[config.mk]
export PLATFORM = sky130hd
export DESIGN_NAME = stereo_matcher
export DESIGN_NICKNAME = d
export VERILOG_FILES = /design/src/rtl/stereo_pkg.sv /design/src/rtl/stamp_counter.sv /design/src/rtl/side_buffer.sv /design/src/rtl/stereo_matcher.sv
export SDC_FILE = /design/constraint.sdc
export NUM_CORES = 2
export LEC_CHECK = 0
export BUFFER_PORTS_ARGS = -buffer_cell sky130_fd_sc_hd__buf_4
export CORE_ASPECT_RATIO = 0.7
export CORE_MARGIN = 5
export CORE_UTILIZATION = 40
export DETAILED_ROUTE_END_ITERATION = 8
export GPL_TIMING_DRIVEN = 0
export HOLD_SLACK_MARGIN = 0.03
export PLACE_DENSITY = 0.66
export SLEW_MARGIN = 20
export SYNTH_ARGS = -nofsm -noshare
export SYNTH_HDL_FRONTEND = slang
export SYNTH_HIERARCHICAL = 1
export SYNTH_SLANG_ARGS = --single-unit
[constraint.sdc]
create_clock -name clk -period 36.6 [get_ports clk]
set_input_delay 7.32 -clock clk [delete_from_list [all_inputs] [get_ports clk]]
set_output_delay 7.32 -clock clk [all_outputs]
set_load 0.05 [all_outputs]
[src/rtl/stereo_pkg.sv]
package stereo_pkg;

    parameter int X_W   = 7;
    parameter int Y_W   = 7;
    parameter int ORI_W = 3;

    typedef struct packed {
        logic [X_W-1:0]   x;
        logic [Y_W-1:0]   y;
        logic             pol;
        logic [ORI_W-1:0] ori;
    } evt_t;

    typedef struct packed {
        logic [X_W-1:0]   lx;
        logic [Y_W-1:0]   ly;
        logic [X_W-1:0]   rx;
        logic [Y_W-1:0]   ry;
        logic             pol;
        logic [ORI_W-1:0] ori;
    } pair_t;

    typedef enum logic [1:0] {
        SRC_NONE  = 2'd0,
        SRC_LEFT  = 2'd1,
        SRC_RIGHT = 2'd2
    } src_e;

    function automatic logic [Y_W-1:0] row_gap(input logic [Y_W-1:0] a,
                                               input logic [Y_W-1:0] b);
        return (a >= b) ? (a - b) : (b - a);
    endfunction

    function automatic logic features_agree(input evt_t a, input evt_t b,
                                            input logic [Y_W-1:0] tol);
        return (a.pol == b.pol) && (a.ori == b.ori) && (row_gap(a.y, b.y) <= tol);
    endfunction

endpackage

[src/rtl/stamp_counter.sv]
module stamp_counter #(
    parameter int TS_W = 16
) (
    input  logic            clk,
    input  logic            rst,
    output logic [TS_W-1:0] now
);

    always_ff @(posedge clk) begin
        if (rst) now <= '0;
        else     now <= now + 1'b1;
    end

endmodule

[src/rtl/side_buffer.sv]
module side_buffer
    import stereo_pkg::*;
#(
    parameter int DEPTH = 8,
    parameter int TS_W  = 16
) (
    input  logic            clk,
    input  logic            rst,
    input  logic [TS_W-1:0] now,
    input  logic [TS_W-1:0] window,
    input  logic [Y_W-1:0]  row_tol,
    input  evt_t            probe,
    input  logic            consume,
    input  logic            store,
    input  evt_t            store_evt,
    output logic            hit,
    output evt_t            hit_evt
);

    localparam int IDX_W = (DEPTH > 1) ? $clog2(DEPTH) : 1;
    localparam logic [IDX_W-1:0] LAST = IDX_W'(DEPTH - 1);

    evt_t            slot_evt   [DEPTH];
    logic [TS_W-1:0] slot_stamp [DEPTH];
    logic [TS_W-1:0] slot_age   [DEPTH];
    logic [DEPTH-1:0] live;
    logic [DEPTH-1:0] fresh;
    logic [DEPTH-1:0] cand;
    logic [IDX_W-1:0] wr_ptr;
    logic [IDX_W-1:0] hit_idx;
    logic [TS_W-1:0]  best_age;

    // Per-entry age, freshness and candidate qualification.
    for (genvar g = 0; g < DEPTH; g++) begin : g_entry
        assign slot_age[g] = now - slot_stamp[g];
        assign fresh[g]    = live[g] && (slot_age[g] <= window);
        assign cand[g]     = fresh[g] && features_agree(slot_evt[g], probe, row_tol);
    end

    // Youngest qualifying entry wins; ages of live entries are distinct.
    always_comb begin
        hit      = 1'b0;
        hit_idx  = '0;
        best_age = '1;
        for (int i = 0; i < DEPTH; i++) begin
            if (cand[i] && (!hit || slot_age[i] < best_age)) begin
                hit      = 1'b1;
                hit_idx  = IDX_W'(i);
                best_age = slot_age[i];
            end
        end
        hit_evt = slot_evt[hit_idx];
    end

    always_ff @(posedge clk) begin
        if (rst) begin
            live   <= '0;
            wr_ptr <= '0;
        end else begin
            live <= fresh;
            if (consume && hit)
                live[hit_idx] <= 1'b0;
            if (store) begin
                slot_evt[wr_ptr]   <= store_evt;
                slot_stamp[wr_ptr] <= now;
                live[wr_ptr]       <= 1'b1;
                wr_ptr             <= (wr_ptr == LAST) ? '0 : wr_ptr + 1'b1;
            end
        end
    end

endmodule

[src/rtl/stereo_matcher.sv]
module stereo_matcher
    import stereo_pkg::*;
#(
    parameter int DEPTH = 8,
    parameter int TS_W  = 16
) (
    input  logic             clk,
    input  logic             rst,
    input  logic [TS_W-1:0]  cfg_window,
    input  logic [Y_W-1:0]   cfg_row_tol,
    input  logic             l_valid,
    input  logic [X_W-1:0]   l_x,
    input  logic [Y_W-1:0]   l_y,
    input  logic             l_pol,
    input  logic [ORI_W-1:0] l_ori,
    input  logic             r_valid,
    input  logic [X_W-1:0]   r_x,
    input  logic [Y_W-1:0]   r_y,
    input  logic             r_pol,
    input  logic [ORI_W-1:0] r_ori,
    output logic             r_ready,
    output logic             m_valid,
    output logic [X_W-1:0]   m_l_x,
    output logic [Y_W-1:0]   m_l_y,
    output logic [X_W-1:0]   m_r_x,
    output logic [Y_W-1:0]   m_r_y,
    output logic             m_pol,
    output logic [ORI_W-1:0] m_ori
);

    logic [TS_W-1:0] now;
    evt_t  l_evt, r_evt;
    evt_t  lbuf_hit_evt, rbuf_hit_evt;
    logic  lbuf_hit, rbuf_hit;
    src_e  src;
    pair_t pair_d, pair_q;
    logic  found;

    assign l_evt = '{x: l_x, y: l_y, pol: l_pol, ori: l_ori};
    assign r_evt = '{x: r_x, y: r_y, pol: r_pol, ori: r_ori};

    // Left has priority; the right input stalls while left is presented.
    assign r_ready = !l_valid;

    always_comb begin
        if (l_valid)      src = SRC_LEFT;
        else if (r_valid) src = SRC_RIGHT;
        else              src = SRC_NONE;
    end

    stamp_counter #(.TS_W(TS_W)) u_stamp (
        .clk (clk),
        .rst (rst),
        .now (now)
    );

    // Left store is probed by right events; right store by left events.
    side_buffer #(.DEPTH(DEPTH), .TS_W(TS_W)) u_lbuf (
        .clk       (clk),
        .rst       (rst),
        .now       (now),
        .window    (cfg_window),
        .row_tol   (cfg_row_tol),
        .probe     (r_evt),
        .consume   (src == SRC_RIGHT),
        .store     ((src == SRC_LEFT) && !rbuf_hit),
        .store_evt (l_evt),
        .hit       (lbuf_hit),
        .hit_evt   (lbuf_hit_evt)
    );

    side_buffer #(.DEPTH(DEPTH), .TS_W(TS_W)) u_rbuf (
        .clk       (clk),
        .rst       (rst),
        .now       (now),
        .window    (cfg_window),
        .row_tol   (cfg_row_tol),
        .probe     (l_evt),
        .consume   (src == SRC_LEFT),
        .store     ((src == SRC_RIGHT) && !lbuf_hit),
        .store_evt (r_evt),
        .hit       (rbuf_hit),
        .hit_evt   (rbuf_hit_evt)
    );

    always_comb begin
        found  = 1'b0;
        pair_d = '0;
        unique case (src)
            SRC_LEFT: begin
                found  = rbuf_hit;
                pair_d = '{lx: l_x, ly: l_y, rx: rbuf_hit_evt.x, ry: rbuf_hit_evt.y,
                           pol: l_pol, ori: l_ori};
            end
            SRC_RIGHT: begin
                found  = lbuf_hit;
                pair_d = '{lx: lbuf_hit_evt.x, ly: lbuf_hit_evt.y, rx: r_x, ry: r_y,
                           pol: r_pol, ori: r_ori};
            end
            default: ;
        endcase
    end

    always_ff @(posedge clk) begin
        if (rst) begin
            m_valid <= 1'b0;
            pair_q  <= '0;
        end else begin
            m_valid <= found;
            if (found) pair_q <= pair_d;
        end
    end

    assign m_l_x = pair_q.lx;
    assign m_l_y = pair_q.ly;
    assign m_r_x = pair_q.rx;
    assign m_r_y = pair_q.ry;
    assign m_pol = pair_q.pol;
    assign m_ori = pair_q.ori;

endmodule

==> results_dict.tcl <==
set metrics [dict create \
    finalNetCount 7371 \
    setup_tns_ns 0 \
    worstPathRequired_ns 37.17 \
    syn_nets 7150 \
    start_util 0.4019 \
    syn_area_mm2 0.05734 \
    hp-class "reg -> reg" \
    fill_cells 13440 \
    drtIter0Drc 5000 \
    first_global_vias 45020 \
    power.density_mw_per_mm2 29.09 \
    cts-root-buf "clkbuf_16" \
    slowest_delay_ns 0.69 \
    dp_cells 8041 \
    numCtsBuffers 69 \
    status "completed" \
    leakage_nw 29.31 \
    yosys_warnings 6 \
    drv_cap 0 \
    clk_path_buf_depth 3 \
    slew_violations 0 \
    ir_worst_vdd_mv 0.03436 \
    grt_first_pass_wirelength_um 275500 \
    hold_slack_ns 0.5016 \
    final_layout_size_suffix_gt1_frac 0.08081 \
    num_rows 116 \
    htreeDepth 3 \
    rsz0062_at_grt "no" \
    io_pins 97 \
    power_frac_comb 0.170 \
    fin_skew_ns 0.03816 \
    grt_max_degree 39 \
    port_buffers 96 \
    drt-total-wl_um 186900 \
    internal_power_mw 1.328 \
    seq_power_share 0.416 \
    die_area_mm2 0.1511 \
    switching_share 0.2843 \
    mostFrequentLayoutCells "ha_1, inv_1, edfxtp_1, a21oi_1, nor2_1" \
    fin_util 0.4470 \
    clock_latency_ns 0.68 \
    crit_type "in -> reg" \
    vias 47830 \
    max_slew_margin 0.2956 \
    clockPowerShare 0.414 \
    worstMarginPinSlew_ns 1.057 \
    die_h_um 326.8 \
    antenna_found_initial 7 \
    period_share 0.9588 \
    drt_first_pass_iters 8 \
    via_per_inst 5.847 \
    grt_usage 0.2365 \
    fp.dieW_um 462.5 \
    stdcell_count 8179 \
    dp_hpwl_um 142100 \
    place_congestion 0.9641 \
    fin_crit_ns 35.09 \
    setup_violations 0 \
    cts_tree "done" \
    worstPathMaxFanout 18 \
    path_common_cell "a21o_1" \
    multi_input_area_mm2 0.03650 \
    grt-ovfl-total 0 \
    cp-start-kind "input port" \
    syn_inst 6008 \
    cp_data_arrival_time_ns 35.66 \
    seq_area_mm2 0.01780 \
    fmax_ghz 0.02850 \
    critPathSlowestCell "o21ai_1" \
    cp-end-kind "flop" \
    hold_viol 0 \
    drcViolationCount 0 \
    clock_sinks 615 \
    placeableCoreArea_mm2 0.1427 \
    ant_nets 0 \
    mostFrequentLayoutCell "ha_1" \
    p_switching_mw 0.5273 \
    path_clk_slew_ns 0.06 \
    wire_per_inst_um 22.85 \
    area_delta_synth_final_pct 11.22 \
    syn_avg_cell_area_um2 9.544 \
]
## timing repair
| item | 4_1_cts | 5_1_grt |
|---|---|---|
| endpoints found under the hold margin | 0 | 0 |
| endpoints found under the setup margin | 0 | 22 |
| hold buffers | 0 | 0 |
| buffers inserted | 0 | 5 |
| resized for setup | 0 | 3 |
## per-layer routing
metal,track usage,share of wire
met1,0.3471,0.47
met4,0.07480,0.031
met2,0.3432,0.41
met5,0,0.00013
met3,0.05283,0.096
## layout make-up
cell class,instances,area share
Multi-Input combinational cell,4595,0.5724
Sequential cell,615,0.2791
Inverter,693,0.04085
Tap cell,1888,0.03704
Clock buffer,79,0.02782
Timing Repair Buffer,150,0.02311
Clock inverter,49,0.01008
Buffer,105,0.009417
Antenna cell,5,0.0001962
## flip-flops by register name, summed over array words and instances (netlist names)
| signal | flops |
|---|---|
| u_lbuf/slot_evt | 144 |
| m_l_x | 7 |
| m_r_x | 7 |
| u_lbuf/slot_stamp | 128 |
| u_lbuf/wr_ptr | 3 |
| m_pol | 1 |
| u_rbuf/slot_evt | 144 |
| u_rbuf/slot_stamp | 128 |
| m_ori | 3 |
| u_rbuf/wr_ptr | 3 |
| m_l_y | 7 |
| u_stamp/now | 16 |
| u_lbuf/live | 8 |
| u_rbuf/live | 8 |
| m_valid | 1 |
| m_r_y | 7 |
## through the flow
step	worst slack, ns	cell area [µm²]	power [mW]
floorplan	8.118	57340	0.9903
global placement	0.9246	60420	1.079
global route	0.1339	63770	1.929
detailed placement	0.9988	61290	1.093
finish	1.510	63770	1.855
CTS	1.593	63710	1.861
## power groups by stage
stage	registers, mW	clock network, mW	logic (mW)
2_1_floorplan	0.788	0	0.203
3_3_place_gp	0.791	0	0.288
3_5_place_dp	0.787	0	0.305
4_1_cts	0.772	0.781	0.308
5_1_grt	0.772	0.811	0.347
6_report	0.772	0.768	0.315
## critical path: cells and delay by family
kind            cells  cell delay, ns
simple gates       32            5.88
mux                 3            1.02
buf+inv            19            6.17
compound gates     55           12.10
fa+ha+maj           9            2.95
xor+xnor            1            0.17
## final timing paths
path / start / endpoint / slack, ns / cells past startpoint
hold / removal: u_rbuf/live[6] / u_rbuf/live[6] / 0.50 / 2
hold reg to reg: u_rbuf/live[6] / u_rbuf/live[6] / 0.50 / 2
setup / recovery: r_y[0] / m_l_y[3] / 1.51 / 119
setup reg to reg: u_stamp/now[0] / m_l_y[3] / 8.22 / 113
Note: power is estimated with default switching activity, not from simulation.
